--- src/rtl/mclk_pkg.sv ---
package mclk_pkg;

    localparam int MCLK_NUM_SRC = 4;

    typedef enum logic [1:0] {
        ST_QUIET   = 2'd0,
        ST_GATED   = 2'd1,
        ST_RUN_DIV = 2'd2,
        ST_RUN_BYP = 2'd3
    } mclk_state_e;

endpackage

--- src/rtl/mclk_src_sel.sv ---
module mclk_src_sel #(
    parameter int NUM_SRC = 4,
    parameter int SEL_W   = 2
) (
    input  logic [NUM_SRC-1:0] src_strobe,
    input  logic [SEL_W-1:0]   sel,
    input  logic               enable,
    output logic               gated_strobe
);

    logic [NUM_SRC-1:0] hit;

    for (genvar g = 0; g < NUM_SRC; g++) begin : g_src
        assign hit[g] = src_strobe[g] && (sel == SEL_W'(g));
    end

    // The gate sits ahead of the divider: a disabled source never reaches it.
    assign gated_strobe = enable && (|hit);

endmodule

--- src/rtl/mclk_divider.sv ---
module mclk_divider #(
    parameter int DIV_W = 8
) (
    input  logic             clk,
    input  logic             rst_n,
    input  logic             clr,
    input  logic             strobe,
    input  logic [DIV_W-1:0] div_n,
    output logic             tick
);

    logic [DIV_W-1:0] cnt_q;
    logic             at_limit;

    assign at_limit = (cnt_q >= div_n);
    assign tick     = strobe && at_limit && !clr;

    always_ff @(posedge clk) begin
        if (!rst_n) begin
            cnt_q <= '0;
        end else if (clr) begin
            cnt_q <= '0;
        end else if (strobe) begin
            cnt_q <= at_limit ? '0 : cnt_q + 1'b1;
        end
    end

    AST_CLR_ZERO: assert property (@(posedge clk) disable iff (!rst_n)
        clr |=> (cnt_q == '0));

endmodule

--- src/rtl/mclk_gen.sv ---
module mclk_gen
    import mclk_pkg::*;
#(
    parameter  int NUM_SRC = MCLK_NUM_SRC,
    parameter  int DIV_W   = 8,
    localparam int SEL_W   = $clog2(NUM_SRC)
) (
    input  logic               clk,
    input  logic               rst_n,
    input  logic [NUM_SRC-1:0] src_strobe,
    input  logic               rx_strobe,
    input  logic [SEL_W-1:0]   src_sel,
    input  logic               out_sel,
    input  logic               enable,
    input  logic [DIV_W-1:0]   div_n,
    output logic               mclk_out
);

    mclk_state_e      state_q, state_d;
    logic [SEL_W-1:0] src_sel_q;
    logic             out_sel_q;
    logic             cfg_change;
    logic             gated_strobe;
    logic             div_clr;
    logic             div_tick;
    logic             out_q;

    assign cfg_change = (src_sel != src_sel_q) || (out_sel != out_sel_q);

    mclk_src_sel #(
        .NUM_SRC (NUM_SRC),
        .SEL_W   (SEL_W)
    ) u_src_sel (
        .src_strobe   (src_strobe),
        .sel          (src_sel_q),
        .enable       (enable),
        .gated_strobe (gated_strobe)
    );

    assign div_clr = (state_q != ST_RUN_DIV) || (state_d != ST_RUN_DIV);

    mclk_divider #(
        .DIV_W (DIV_W)
    ) u_divider (
        .clk    (clk),
        .rst_n  (rst_n),
        .clr    (div_clr),
        .strobe (gated_strobe),
        .div_n  (div_n),
        .tick   (div_tick)
    );

    // Next-state logic
    always_comb begin
        state_d = state_q;
        unique case (state_q)
            ST_QUIET: begin
                if (cfg_change)     state_d = ST_QUIET;
                else if (out_sel_q) state_d = ST_RUN_BYP;
                else if (enable)    state_d = ST_RUN_DIV;
                else                state_d = ST_GATED;
            end
            ST_GATED: begin
                if (cfg_change)  state_d = ST_QUIET;
                else if (enable) state_d = ST_RUN_DIV;
            end
            ST_RUN_DIV: begin
                if (cfg_change)   state_d = ST_QUIET;
                else if (!enable) state_d = ST_GATED;
            end
            ST_RUN_BYP: begin
                if (cfg_change) state_d = ST_QUIET;
            end
        endcase
    end

    // State and configuration registers
    always_ff @(posedge clk) begin
        if (!rst_n) begin
            state_q   <= ST_QUIET;
            src_sel_q <= '0;
            out_sel_q <= 1'b0;
        end else begin
            state_q <= state_d;
            if (cfg_change) begin
                src_sel_q <= src_sel;
                out_sel_q <= out_sel;
            end
        end
    end

    // Output register
    always_ff @(posedge clk) begin
        if (!rst_n) begin
            out_q <= 1'b0;
        end else if (state_d == ST_QUIET || state_d == ST_GATED) begin
            out_q <= 1'b0;
        end else if (state_q == ST_RUN_DIV && div_tick) begin
            out_q <= ~out_q;
        end else if (state_q == ST_RUN_BYP && rx_strobe) begin
            out_q <= ~out_q;
        end
    end

    assign mclk_out = out_q;

    AST_CHANGE_LOW: assert property (@(posedge clk) disable iff (!rst_n)
        cfg_change |=> (state_q == ST_QUIET && !mclk_out));

    AST_QUIET_HOLD: assert property (@(posedge clk) disable iff (!rst_n)
        (state_q == ST_QUIET) |=> !mclk_out);

    AST_GATED_LOW: assert property (@(posedge clk) disable iff (!rst_n)
        (state_q == ST_GATED) |-> !mclk_out);

    AST_BYP_TOGGLE: assert property (@(posedge clk) disable iff (!rst_n)
        (state_q == ST_RUN_BYP && !cfg_change && rx_strobe)
        |=> (mclk_out != $past(mclk_out)));

    AST_DIV_RX_IGN: assert property (@(posedge clk) disable iff (!rst_n)
        (state_q == ST_RUN_DIV && !cfg_change && enable && !div_tick)
        |=> $stable(mclk_out));

endmodule

--- config.mk ---
export PLATFORM = sky130hd
export DESIGN_NAME = mclk_gen
export DESIGN_NICKNAME = d
export VERILOG_FILES = /design/src/rtl/mclk_pkg.sv /design/src/rtl/mclk_src_sel.sv /design/src/rtl/mclk_divider.sv /design/src/rtl/mclk_gen.sv
export SDC_FILE = /design/constraint.sdc
export NUM_CORES = 1
export LEC_CHECK = 0
export BUFFER_PORTS_ARGS = -buffer_cell sky130_fd_sc_hd__buf_2
export CAP_MARGIN = 10
export CORE_UTILIZATION = 25
export CTS_CLUSTER_SIZE = 8
export DETAILED_ROUTE_END_ITERATION = 8
export SETUP_SLACK_MARGIN = 0.2
export SYNTH_ARGS = -nofsm -noshare
export SYNTH_HDL_FRONTEND = slang
export SYNTH_SLANG_ARGS = --single-unit
--- constraint.sdc ---
create_clock -name clk -period 4.3 [get_ports clk]
set_input_delay 0.86 -clock clk [delete_from_list [all_inputs] [get_ports clk]]
set_output_delay 0.86 -clock clk [all_outputs]
set_load 0.01 [all_outputs]
Word-level counts from Yosys, hierarchy flattened
Index checks and enable logic that the tools add are counted.
{ "classes": {"mux": 12, "n_div": 0, "magnitude_cmp": 1, "n_mul": 0, "shift": 0, "n_bitwise": 2, "eq_ne": 11, "reduce_logical": 20, "n_addsub": 1} }
{ "ops": {"columns": ["cell", "n"], "rows": [
  ["2-bit 2-to-1 mux", 8],
  ["1-bit logical AND", 9],
  ["8-bit by 1-bit adder with 8-bit output, second input constant", 1],
  ["2-bit == test, second input constant", 4],
  ["8-bit >= comparator", 1],
  ["8-bit 2-to-1 mux", 1],
  ["2-bit case mux with 4 select lines", 1],
  ["2-bit by 1-bit == test with 1-bit output, second input constant", 3],
  ["2-bit zero test", 3],
  ["2-bit inequality test, second input constant", 2],
  ["2-bit OR reduction", 2],
  ["4-bit OR reduction", 1],
  ["1-bit logical OR", 3],
  ["1-bit 2-to-1 mux", 2],
  ["2-bit inequality test", 1],
  ["1-bit NOT", 2],
  ["2-bit nonzero test", 1],
  ["1-bit zero test", 1],
  ["1-bit inequality test", 1]
]} }
{ "totals": {"ff_bits": 14, "mem_bits_ro": 0, "memories": 0, "inputBits": 19, "word_cells": 52, "latchBits": 0, "mem_bits_rw": 0, "output_inout_bits": 1} }

Logic depth before layout (Yosys ltp)
{ "depth": {"word_depth": 10, "depth_mapped": 8, "depth_no_buf": 8} }

By module
From an unflattened synthesis, not the netlist that was laid out.
{ "unflattened": {"hier_cells": 94, "area_unflattened_um2": 872.1} }
{ "modules_own_cells": {"columns": ["module", "cells_per_inst", "seq_area_each_um2", "area_per_inst_um2", "instances"], "rows": [
  ["mclk_divider", 67, 160.2, 593.1, 1],
  ["mclk_gen", 25, 120.1, 250.2, 1],
  ["mclk_src_sel", 2, 0.0, 28.8, 1]
]} }

Least setup slack after synthesis
Ideal clock, no wire load.
{ "synth_path": {"kind": "input port to flip-flop", "start": "input div_n[2]", "end": "register u_divider.cnt_q[2]", "n_path_buf": 0, "required_time_ps": 4227, "slack_ps": 1900, "cell_stages": 8, "setup_ps": 73, "t_arrival_ps": 2327, "path_cell_list": "inv_1 -> ha_1 -> a211o_1 -> a31oi_1 -> o41ai_1 -> nor2_1 -> a21oi_1 -> nor3_2"} }
{ "synth_between": {"elab_chain_cells": 2} }
{ "synth_rtl": {"columns": ["item", "line", "text"], "rows": [
  ["from (decl)", "mclk_gen.sv:15", "input logic [DIV_W-1:0] div_n,"],
  ["8-bit >= comparator", "mclk_divider.sv:15", "assign at_limit = (cnt_q >= div_n);"],
  ["8-bit 2-to-1 mux", "mclk_divider.sv:24", "cnt_q <= at_limit ? '0 : cnt_q + 1'b1;"],
  ["to (signal assigned)", "mclk_divider.sv:24", null],
  ["to (decl)", "mclk_divider.sv:12", "logic [DIV_W-1:0] cnt_q;"]
]} }
No other way between the ends.
A chain may end at the register's enable or synchronous reset.

Final worst setup path
{ "layout_path": {"start": "input div_n[0]", "end": "register u_divider.cnt_q[2]"} }
The elaborated chain is that of the path after synthesis.

==> results.json <==
{
  "vias_per_cell": 4.452,
  "antenna_found_initial": 0,
  "tightest_slew_ns": 0.7601,
  "final.setup.tns_ns": 0,
  "critical-path-top-delay-family": "compound AO/OA/AOI/OAI gates",
  "rsz0062_at_grt": "no",
  "synth.yosys.warnings": 0,
  "syn_area_um2": 869.6,
  "dr.pass1.iters": 4,
  "fp.dieH_um": 60.98,
  "arrival_ns": 2.65,
  "syn_nets": 128,
  "die-area_mm2": 0.003718,
  "syn_avg_cell_area_um2": 8.696,
  "grt_first_pass_wirelength_mm": 2.898,
  "powerDensity_mw_per_mm2": 242.7,
  "ios": 20,
  "post_cts_resized": 0,
  "cts_tree": "built",
  "crit_fanout": 8,
  "synth_cell_types": 27,
  "status": "finished clean",
  "h-tree-depth": 1,
  "routed_wl_mm": 1.659,
  "maxCapViolCount": 0,
  "drt-initial-drc-count": 14,
  "die_x_um": 60.98,
  "layoutNonFillerInstCount": 168,
  "drive_gt1_frac": 0.2213,
  "holdBufCountCts": 0,
  "first_global_vias": 734,
  "dp_cells": 164,
  "cpPeakStageDelay_ns": 0.64,
  "vdd_drop_max_mv": 0.1208,
  "cp_slowest_cell": "o41ai_1",
  "grt_max_degree": 9,
  "clock.fmax_ghz": 0.4028,
  "wl_per_cell_um": 9.875,
  "power_mw": 0.2542,
  "ant_nets": 0,
  "route.detailed.drc": 0,
  "crit_buf_inv": 1,
  "finalCritPeriodShare": 0.5773,
  "setup_viol": 0,
  "cts_buffer_depth": 2,
  "final_nets": 151,
  "dp.final_hpwl_mm": 1.355,
  "design.core.area_mm2": 0.003337,
  "clk_pin_slew_ns": 0.08,
  "post_cts_buffers": 0,
  "final_util": 0.3138,
  "criticalPathCategory": "in2reg",
  "insertion_delay_ns": 0.27,
  "switching_share": 0.2250,
  "globalRoute.totalOverflow": 0,
  "ys_seq_elements": 14,
  "netlist_instances": 100,
  "cts.sinks": 14,
  "worst_ep_required_time_ns": 4.47,
  "cts-root-buf": "clkbuf_4",
  "relSlewSlack": 0.4867,
  "hold_violations": 0,
  "rows": 21,
  "cp-end-kind": "flop",
  "num_vias": 748,
  "yosysSeqAreaShare": 0.3223,
  "slew_violations": 0,
  "p_leak_nw": 0.5076,
  "hold_class": "reg2reg",
  "holdWs_ns": 0.5052,
  "initial_core_util": 0.2606,
  "cts-buffers-inserted": 3,
  "portBuffers": 19,
  "finClkSkew_ns": 0.001858,
  "pwr-share-seq": 0.525,
  "globalplace.congestion": 0.7941,
  "crit_path_start_kind": "primary input",
  "area_growth_pct": 20.43,
  "fin_crit_ns": 2.482,
  "p_comb_frac": 0.111,
  "clockPowerShare": 0.364,
  "internal-power_mw": 0.1970,
  "antennaDiodeCount": 0,
  "path_cells": "buf_2 > ha_1 > nand2b_1 > a31oi_1 > o41ai_1 > nor2_1 > a21oi_1 > nor3_2",
  "switchingPower_mw": 0.05720,
  "n_fill_cell": 381,
  "track_usage": 0.1054
}
synthesized netlist by cell type:
| library cell | n | share of area |
|---|---|---|
| o41ai_1 | 1 | 0.010 |
| mux4_1 | 1 | 0.030 |
| nand4b_1 | 1 | 0.010 |
| nand3b_1 | 1 | 0.0086 |
| a21oi_1 | 11 | 0.063 |
| inv_1 | 9 | 0.039 |
| o211a_1 | 2 | 0.023 |
| nor3_2 | 3 | 0.035 |
| dfxtp_1 | 14 | 0.32 |
| ha_1 | 9 | 0.13 |
| nand2b_1 | 2 | 0.014 |
| nor2b_1 | 1 | 0.0072 |
| a31oi_1 | 2 | 0.014 |
| o21a_1 | 1 | 0.0086 |
| nand3_1 | 4 | 0.023 |
| and3_1 | 3 | 0.022 |
| nand2_1 | 8 | 0.035 |
| and2_1 | 5 | 0.036 |
| a22oi_1 | 2 | 0.017 |
| nor2_1 | 8 | 0.035 |
| or4b_4 | 1 | 0.016 |
| o21ai_0 | 3 | 0.017 |
| a211o_1 | 1 | 0.010 |
| xor2_1 | 4 | 0.040 |
| o41a_1 | 1 | 0.013 |
| nor3b_1 | 1 | 0.0086 |
| buf_6 | 1 | 0.013 |
layout by cell type (no fill, tap or decap), types with 2 or more instances in the layout:
cell type and n:
buf_2 19, dfxtp_1 14, a21oi_1 11, inv_1 9, ha_1 9, nand2_1 8
nor2_1 8, and2_1 5, xor2_1 4, nand3_1 4, nor3_2 3, and3_1 3
o21ai_0 3, clkbuf_4 3, nand2b_1 2, a31oi_1 2, o211a_1 2, a22oi_1 2
sequential cells by signal, summed over array words and instances (netlist names):
signal and flops:
u_divider.cnt_q 8, state_q 2, mclk_out 1, out_sel_q 1, src_sel_q 2
power groups by stage:
stage	logic, mW	clock network, mW	registers, mW
3_3_place_gp	0.0277	0	0.136
6_report	0.0282	0.0926	0.133
4_1_cts	0.0287	0.0991	0.133
3_5_place_dp	0.0286	0	0.136
2_1_floorplan	0.0164	0	0.136
5_1_grt	0.0320	0.107	0.134
worst register-to-register path, cell delays in order (launching register included):
cell      delay [ns]
dfxtp_1         0.35
inv_1           0.08
ha_1            0.27
nand2b_1        0.09
a31oi_1         0.10
o41ai_1         0.64
nor2_1          0.28
a21oi_1         0.26
nor3_2          0.06
cells by family (layout without fill, tap and decap cells):
logic type / after synthesis / after routing / synth area share
and+or+nand+nor: 38 / 38 / 0.2489
buffers and inverters: 10 / 32 / 0.05179
muxes: 1 / 1 / 0.03022
AOI/OAI and AO/OA: 24 / 24 / 0.1770
DFF: 14 / 14 / 0.3223
adders and majority gates: 9 / 9 / 0.1295
xor gates and xnor gates: 4 / 4 / 0.04028
path summary, 6_finish.rpt:
path         slack, ns               start  depth (start not counted)            endpoint
max               1.82            div_n[0]                          8  u_divider.cnt_q[2]
min               0.51  u_divider.cnt_q[7]                          2  u_divider.cnt_q[7]
max reg2reg       2.06  u_divider.cnt_q[0]                          8  u_divider.cnt_q[2]
min reg2reg       0.51  u_divider.cnt_q[7]                          2  u_divider.cnt_q[7]
area by class of cell:
type | count | area (um2) | share of cell area
Multi-Input combinational cell | 76 | 544.3 | 0.5197
Sequential cell | 14 | 280.3 | 0.2676
Timing Repair Buffer | 19 | 95.09 | 0.09080
Tap cell | 46 | 57.56 | 0.05496
Clock buffer | 4 | 36.28 | 0.03465
Inverter | 9 | 33.78 | 0.03226
layer usage:
layer  global-route usage  vias up  share of wire  wire (um)
met5                    0        -              0          0
li1                     -      401              -          -
met2               0.1774       20           0.47        781
met1               0.1281      325           0.47        781
met4              0.06169        0         0.0072         12
met3              0.01493        2          0.049         82
metrics by stage:
stage / area, um2 / setup WS (ns)
global placement: 1011 / 1.652
global route: 1047 / 1.708
finish: 1047 / 1.818
floorplan: 869.6 / 1.900
CTS: 1047 / 1.855
detailed placement: 1011 / 1.548
Note: power is estimated with default switching activity, not from simulation.
